**src/rtl/xfc_pkg.sv**
```systemverilog
package xfc_pkg;
  typedef enum logic [1:0] {
    EV_NONE = 2'd0,
    EV_XON  = 2'd1,
    EV_XOFF = 2'd2
  } fc_evt_e;

  localparam int unsigned NREF      = 4;
  localparam int unsigned SEL_W     = $clog2(NREF);
  localparam int unsigned IDX_ON_A  = 0;
  localparam int unsigned IDX_ON_B  = 1;
  localparam int unsigned IDX_OFF_A = 2;
  localparam int unsigned IDX_OFF_B = 3;
endpackage

```
**src/rtl/xfc_chregs.sv**
```systemverilog
module xfc_chregs
  import xfc_pkg::*;
#(
  parameter int unsigned CW = 8
) (
  input  logic                     clk,
  input  logic                     rst_n,
  input  logic                     we,
  input  logic [SEL_W-1:0]         sel,
  input  logic [CW-1:0]            wdata,
  output logic [NREF-1:0][CW-1:0]  refs
);
  for (genvar i = 0; i < NREF; i++) begin : g_reg
    logic          wr_en;
    logic [CW-1:0] q;
    assign wr_en = we && (sel == SEL_W'(i));
    always_ff @(posedge clk or negedge rst_n) begin
      if (!rst_n)     q <= '0;
      else if (wr_en) q <= wdata;
    end
    assign refs[i] = q;
  end
endmodule

```
**src/rtl/xfc_cmp.sv**
```systemverilog
module xfc_cmp
  import xfc_pkg::*;
#(
  parameter int unsigned CW = 8
) (
  input  logic [CW-1:0]            ch,
  input  logic [NREF-1:0][CW-1:0]  refs,
  output logic [NREF-1:0]          hits
);
  for (genvar i = 0; i < NREF; i++) begin : g_cmp
    assign hits[i] = (ch == refs[i]);
  end
endmodule

```
**src/rtl/xfc_seq.sv**
```systemverilog
module xfc_seq
  import xfc_pkg::*;
#(
  parameter int unsigned CW = 8
) (
  input  logic             clk,
  input  logic             rst_n,
  input  logic             en,
  input  logic             pair,
  input  logic             rx_v,
  input  logic [CW-1:0]    rx_d,
  input  logic [NREF-1:0]  hits,
  output logic             fwd_v,
  output logic [CW-1:0]    fwd_d,
  output fc_evt_e          evt
);
  localparam int unsigned NCAND = 3;

  logic          hold_q, hold_n;
  logic [CW-1:0] held_d_q, held_d_n;
  logic          held_on_q, held_on_n, held_off_q, held_off_n;
  logic          fwd_v_q, pend_v_q;
  logic [CW-1:0] fwd_d_q, pend_d_q;

  logic                      e_held, e_rx;
  logic [NCAND-1:0]          cand_v;
  logic [NCAND-1:0][CW-1:0]  cand_d;
  logic [1:0]                s_v;
  logic [1:0][CW-1:0]        s_d;
  logic [1:0]                n_emit;

  // next-state: match sequencing
  always_comb begin
    hold_n     = hold_q;
    held_d_n   = held_d_q;
    held_on_n  = held_on_q;
    held_off_n = held_off_q;
    evt        = EV_NONE;
    e_held     = 1'b0;
    e_rx       = 1'b0;
    if (hold_q && (!en || !pair)) begin
      e_held = 1'b1;
      hold_n = 1'b0;
    end
    if (rx_v) begin
      if (!en) begin
        e_rx = 1'b1;
      end else if (!pair) begin
        if (hits[IDX_OFF_A])     evt  = EV_XOFF;
        else if (hits[IDX_ON_A]) evt  = EV_XON;
        else                     e_rx = 1'b1;
      end else if (!hold_q) begin
        if (hits[IDX_ON_A] || hits[IDX_OFF_A]) begin
          hold_n     = 1'b1;
          held_d_n   = rx_d;
          held_on_n  = hits[IDX_ON_A];
          held_off_n = hits[IDX_OFF_A];
        end else begin
          e_rx = 1'b1;
        end
      end else begin
        hold_n = 1'b0;
        if (held_off_q && hits[IDX_OFF_B])     evt = EV_XOFF;
        else if (held_on_q && hits[IDX_ON_B])  evt = EV_XON;
        else begin
          e_held = 1'b1;
          e_rx   = 1'b1;
        end
      end
    end
  end

  // next-state: pack emissions, oldest first, into two output slots
  always_comb begin
    cand_v    = {e_rx, e_held, pend_v_q};
    cand_d[0] = pend_d_q;
    cand_d[1] = held_d_q;
    cand_d[2] = rx_d;
    s_v       = '0;
    s_d       = '0;
    n_emit    = '0;
    for (int k = 0; k < NCAND; k++) begin
      if (cand_v[k] && (n_emit != 2'd2)) begin
        s_v[n_emit[0]] = 1'b1;
        s_d[n_emit[0]] = cand_d[k];
        n_emit         = n_emit + 2'd1;
      end
    end
  end

  // registers
  always_ff @(posedge clk or negedge rst_n) begin
    if (!rst_n) begin
      hold_q     <= 1'b0;
      held_d_q   <= '0;
      held_on_q  <= 1'b0;
      held_off_q <= 1'b0;
      fwd_v_q    <= 1'b0;
      fwd_d_q    <= '0;
      pend_v_q   <= 1'b0;
      pend_d_q   <= '0;
    end else begin
      hold_q     <= hold_n;
      held_on_q  <= held_on_n;
      held_off_q <= held_off_n;
      fwd_v_q    <= s_v[0];
      pend_v_q   <= s_v[1];
      if (hold_n && !hold_q) held_d_q <= held_d_n;
      if (s_v[0])            fwd_d_q  <= s_d[0];
      if (s_v[1])            pend_d_q <= s_d[1];
    end
  end

  assign fwd_v = fwd_v_q;
  assign fwd_d = fwd_d_q;


  pend_single_chk: assert property (@(posedge clk) disable iff (!rst_n)
    pend_v_q |=> !pend_v_q);


  drop_chk: assert property (@(posedge clk) disable iff (!rst_n)
    (evt != EV_NONE) |=> !fwd_v_q);
endmodule

```
**src/rtl/xfc_txgate.sv**
```systemverilog
module xfc_txgate
  import xfc_pkg::*;
(
  input  logic    clk,
  input  logic    rst_n,
  input  logic    en,
  input  logic    flag_en,
  input  logic    rx_irq_en,
  input  logic    tx_busy,
  input  fc_evt_e evt,
  output logic    tx_allow,
  output logic    flag,
  output logic    irq
);
  logic susp_q, susp_n, flag_q, flag_n;

  always_comb begin
    susp_n = susp_q;
    flag_n = flag_q;
    if (!en) begin
      susp_n = 1'b0;
      flag_n = 1'b0;
    end else if (evt == EV_XOFF) begin
      susp_n = 1'b1;
      if (flag_en) flag_n = 1'b1;
    end else if (evt == EV_XON) begin
      susp_n = 1'b0;
      flag_n = 1'b0;
    end
  end

  always_ff @(posedge clk or negedge rst_n) begin
    if (!rst_n) begin
      susp_q <= 1'b0;
      flag_q <= 1'b0;
    end else begin
      susp_q <= susp_n;
      flag_q <= flag_n;
    end
  end

  assign tx_allow = !susp_q || tx_busy;
  assign flag     = flag_q;
  assign irq      = flag_q && rx_irq_en;


  flag_gate_chk: assert property (@(posedge clk) disable iff (!rst_n)
    $rose(flag_q) |-> ($past(flag_en) && ($past(evt) == EV_XOFF)));


  off_release_chk: assert property (@(posedge clk) disable iff (!rst_n)
    !en |=> (!susp_q && !flag_q));


  susp_src_chk: assert property (@(posedge clk) disable iff (!rst_n)
    $rose(susp_q) |-> ($past(evt) == EV_XOFF));
endmodule

```
**src/rtl/xfc_top.sv**
```systemverilog
module xfc_top
  import xfc_pkg::*;
#(
  parameter int unsigned CHAR_W = 8
) (
  input  logic              clk,
  input  logic              rst_n,
  input  logic              cfg_we,
  input  logic [1:0]        cfg_sel,
  input  logic [CHAR_W-1:0] cfg_wdata,
  input  logic              fc_en,
  input  logic              pair_mode,
  input  logic              flag_en,
  input  logic              rx_irq_en,
  input  logic              rx_valid,
  input  logic [CHAR_W-1:0] rx_data,
  input  logic              tx_busy,
  output logic              fwd_valid,
  output logic [CHAR_W-1:0] fwd_data,
  output logic              tx_allow,
  output logic              fc_flag,
  output logic              irq
);
  logic [1:0]                  rst_pipe;
  logic                        rst_sync_n;
  logic [NREF-1:0][CHAR_W-1:0] refs;
  logic [NREF-1:0]             hits;
  fc_evt_e                     evt;

  always_ff @(posedge clk or negedge rst_n) begin
    if (!rst_n) rst_pipe <= 2'b00;
    else        rst_pipe <= {rst_pipe[0], 1'b1};
  end
  assign rst_sync_n = rst_pipe[1];

  xfc_chregs #(.CW(CHAR_W)) u_regs (
    .clk(clk), .rst_n(rst_sync_n), .we(cfg_we), .sel(cfg_sel),
    .wdata(cfg_wdata), .refs(refs));

  xfc_cmp #(.CW(CHAR_W)) u_cmp (.ch(rx_data), .refs(refs), .hits(hits));

  xfc_seq #(.CW(CHAR_W)) u_seq (
    .clk(clk), .rst_n(rst_sync_n), .en(fc_en), .pair(pair_mode),
    .rx_v(rx_valid), .rx_d(rx_data), .hits(hits),
    .fwd_v(fwd_valid), .fwd_d(fwd_data), .evt(evt));

  xfc_txgate u_gate (
    .clk(clk), .rst_n(rst_sync_n), .en(fc_en), .flag_en(flag_en),
    .rx_irq_en(rx_irq_en), .tx_busy(tx_busy), .evt(evt),
    .tx_allow(tx_allow), .flag(fc_flag), .irq(irq));

  // R3 (strobe spacing assumed by the two-slot release)
  rx_gap_chk: assert property (@(posedge clk) disable iff (!rst_sync_n)
    rx_valid |=> !rx_valid);
endmodule

```
**config.mk**
```make
export PLATFORM = sky130hd
export DESIGN_NAME = xfc_top
export DESIGN_NICKNAME = d
export VERILOG_FILES = /design/src/rtl/xfc_pkg.sv /design/src/rtl/xfc_chregs.sv /design/src/rtl/xfc_cmp.sv /design/src/rtl/xfc_seq.sv /design/src/rtl/xfc_txgate.sv /design/src/rtl/xfc_top.sv
export SDC_FILE = /design/constraint.sdc
export NUM_CORES = 1
export LEC_CHECK = 0
export ABC_AREA = 1
export CAP_MARGIN = 10
export CORE_MARGIN = 3
export CORE_UTILIZATION = 68
export DETAILED_ROUTE_END_ITERATION = 16
export DONT_BUFFER_PORTS = 1
export PLACE_DENSITY = 0.85
export SETUP_SLACK_MARGIN = 0.3
export SKIP_LAST_GASP = 1
export SYNTH_ARGS = -nofsm -noshare
export SYNTH_HDL_FRONTEND = slang
export SYNTH_SLANG_ARGS = --single-unit
```
**constraint.sdc**
```tcl
create_clock -name clk -period 5.35 [get_ports clk]
set_input_delay 0.535 -clock clk [delete_from_list [all_inputs] [get_ports clk]]
set_output_delay 0.535 -clock clk [all_outputs]
set_load 0.05 [all_outputs]
```
==> impl_metrics.yaml <==
placement:
  post-place-cells: 509
  io_buffers: 0
  place.detailed.hpwl_um: 5610
  place_congestion: 0.856
route:
  wl_met2_um: 4030
  route.detailed.drc: 0
  via_per_inst: 5.78
  vias: 3040
  maxUsedRoutingLayer: "met4"
  routed_wirelength_um: 7980
  wl_per_cell_um: 15.2
  dr.pass1.iters: 6
  wl_met3_um: 542
  antenna_left: 0
  drt-initial-drc-count: 233
  wl_met1_um: 3100
timing:
  finalCritPeriodShare: 0.622
  holdWs_ns: 0.320
  skew_ns: 0.00709
  relSlewSlack: 0.428
  finalSetupViolCount: 0
  tightest_slew_ns: 0.855
  min_period_ns: 3.33
  slew_violations: 0
  final_hold_viol_count: 0
  clock.fmax_mhz: 301
  setup_tns_ns: 0
  rsz0062_at_grt: "false"
cts:
  clockRootBuffer: "clkbuf_8"
  clockBufferDepth: 2
  clock_latency_ns: 0.35
  clk_pin_slew_worst_paths_ns: 0.07
  cts-htree-levels: 3
  cts.sinks: 65
  cts_tree: "yes"
  cts_made_buffers: 9
  cts_resized: 0
grt:
  grt_max_degree: 64
  gr-total-overflow: 0
  grt_use_total: 0.288
  antenna_found_initial: 0
  grt_pass1_wl_um: 13600
  grt_pass1_vias: 2859
status:
  outcome: "finished, final reports clean"
yosys:
  ys_ff_latch: 65
  syn-num-nets: 488
  synthFlopType: "dfrtp_1"
  async_flop_share: 1.00
  ys_warn_count: 0
  ys_types: 33
  synth-seq-area-share: 0.460
  postSynthCellCount: 459
  syn-cell-area_um2: 3540
  synth_edf_count: 0
  syn_avg_cell_area_um2: 7.71
worst_setup_path:
  rrSetupSlack_ns: 2.02
  critPathLaunch: "u_regs.g_reg[1].q[0]$_DFFE_PN0P_"
  r2r_start: "u_regs.g_reg[1].q[0]$_DFFE_PN0P_"
  critPathRequiredTime_ns: 5.63
  path_class: "reg2reg"
  cp-end-kind: "register"
  crit_fanout: 17
  critPathArrivalTime_ns: 3.61
  worstSetupStartpointType: "register"
pwr:
  power_frac_comb: 0.136
  finalPower_w: 0.00123
  leakagePower_nw: 1.84
  switching_share: 0.291
  seqPwrFrac: 0.507
  cellPowerDensity_nw_per_um2: 331
  peakVddDrop_v: 0.000218
  p_int_w: 0.000875
  p_clk_frac: 0.357
  p_switching_w: 0.000360
finish:
  post-route-util: 0.764
  diodes: 0
  drive_gt1_frac: 0.0959
  final_cells: 526
  synthToLayoutAreaGrowth_pct: 5.41
  final_common_cell: "nand2_1"
  nNetsFinal: 483
  final_cell_mix: "149 x nand2_1, 64 x dfrtp_1, 44 x inv_1, 44 x o21ai_0, 35 x nand3_1"
floorplan:
  die_y_um: 78.1
  fp-row-count: 25
  core_region_area_um2: 4880
  io_pins: 39
  start_util: 0.725
  fp.dieArea_um2: 6100
  die_width_um: 78.1
worst_hold_path:
  hp-start: "fc_en"
  worstHoldPathType: "in2reg"
flow_run:
  timing.max_cap.violations: 0
Yosys cell counts (2+ instances only):
cell type / count / area share
buf_2: 2 / 0.0028
nand4_1: 12 / 0.021
buf_6: 4 / 0.013
o21ai_0: 44 / 0.062
nand3_2: 5 / 0.014
nand2_1: 149 / 0.16
xnor2_1: 15 / 0.037
a21oi_1: 10 / 0.014
o21ai_2: 8 / 0.020
nor2_1: 27 / 0.029
nand2_2: 3 / 0.0053
o21ai_1: 3 / 0.0042
clkbuf_1: 7 / 0.0074
ha_1: 2 / 0.0071
dfrtp_1: 65 / 0.46
inv_1: 44 / 0.047
nand3_1: 35 / 0.050
buf_4: 5 / 0.011
inv_2: 5 / 0.0053
per-layer routing:
metal,vias up,global-route usage
met5,-,0
met4,0,0.163
met3,27,0.0539
met2,135,0.482
met1,1426,0.351
li1,1452,-
metrics by stage:
step | setup slack, ns | area, um2
4_1_cts | 2.09 | 3730
3_3_place_gp | 2.09 | 3510
5_1_grt | 1.74 | 3730
2_1_floorplan | 2.81 | 3540
6_report | 2.02 | 3730
3_5_place_dp | 2.00 | 3510
critical path: stages, from the launching register on:
cell     delay (ns)
dfrtp_1        0.40
xnor2_1        0.22
nand2_1        0.08
nor2_1         0.12
nand3_1        0.13
nand3_1        0.09
nand2_1        0.08
nand2_2        0.32
inv_1          0.08
ha_1           0.22
nor2_1         0.67
nand3_2        0.35
inv_1          0.28
nand2_1        0.11
nand3_1        0.11
sequential cells by signal, indices dropped and copies added, names as in the netlist:
| signal | flops |
|---|---|
| rst_pipe | 2 |
| u_seq.held_off_q | 1 |
| u_seq.held_on_q | 1 |
| u_seq.pend_d_q | 8 |
| u_seq.fwd_v | 1 |
| u_seq.fwd_d | 8 |
| u_gate.flag | 1 |
| u_seq.hold_q | 1 |
| u_regs.g.q | 32 |
| u_seq.pend_v_q | 1 |
| u_gate.susp_q | 1 |
| u_seq.held_d_q | 8 |
area by class of cell:
cell class | instances | area (um2)
clock buffers | 14 | 173
clock inverters | 2 | 35.0
fillers | 386 | 1150
inverters | 51 | 194
multi-input cells | 325 | 1600
flip-flops and latches | 65 | 1630
well taps | 67 | 83.8
repair buffers | 2 | 17.5
logic make-up after synthesis:
group | synth area share
compound gates | 0.112
xor+xnor | 0.0396
fa+ha+maj | 0.00707
buf+inv | 0.0884
flops | 0.460
other cells | 0.00106
simple gates | 0.292
worst paths after layout:
path / to / depth (start not counted)
setup / recovery: u_seq.fwd_d[6]$_DFFE_PN0P_ / 14
hold / removal: u_gate.susp_q$_DFFE_PN0P_ / 2
setup reg to reg: u_seq.fwd_d[6]$_DFFE_PN0P_ / 14
hold reg to reg: rst_pipe[1]$_DFF_PN0_ / 0
max in group asynchronous: u_seq.held_d_q[3]$_DFFE_PN0P_ / 1
min in group asynchronous: rst_pipe[0]$_DFF_PN0_ / 1
power groups by stage:
stage / Clock [W] / Combinational (W) / Sequential (W)
floorplan: 0 / 0.000138 / 0.000629
global placement: 0 / 0.000158 / 0.000633
detailed placement: 0 / 0.000166 / 0.000635
CTS: 0.000443 / 0.000169 / 0.000626
global route: 0.000467 / 0.000196 / 0.000635
finish: 0.000440 / 0.000168 / 0.000627
what timing repair did:
action,4_1_cts,5_1_grt
buffers inserted,0,0
endpoints found under the hold margin,2,0
hold buffers,1,0
(Power assumes the default switching activity.)
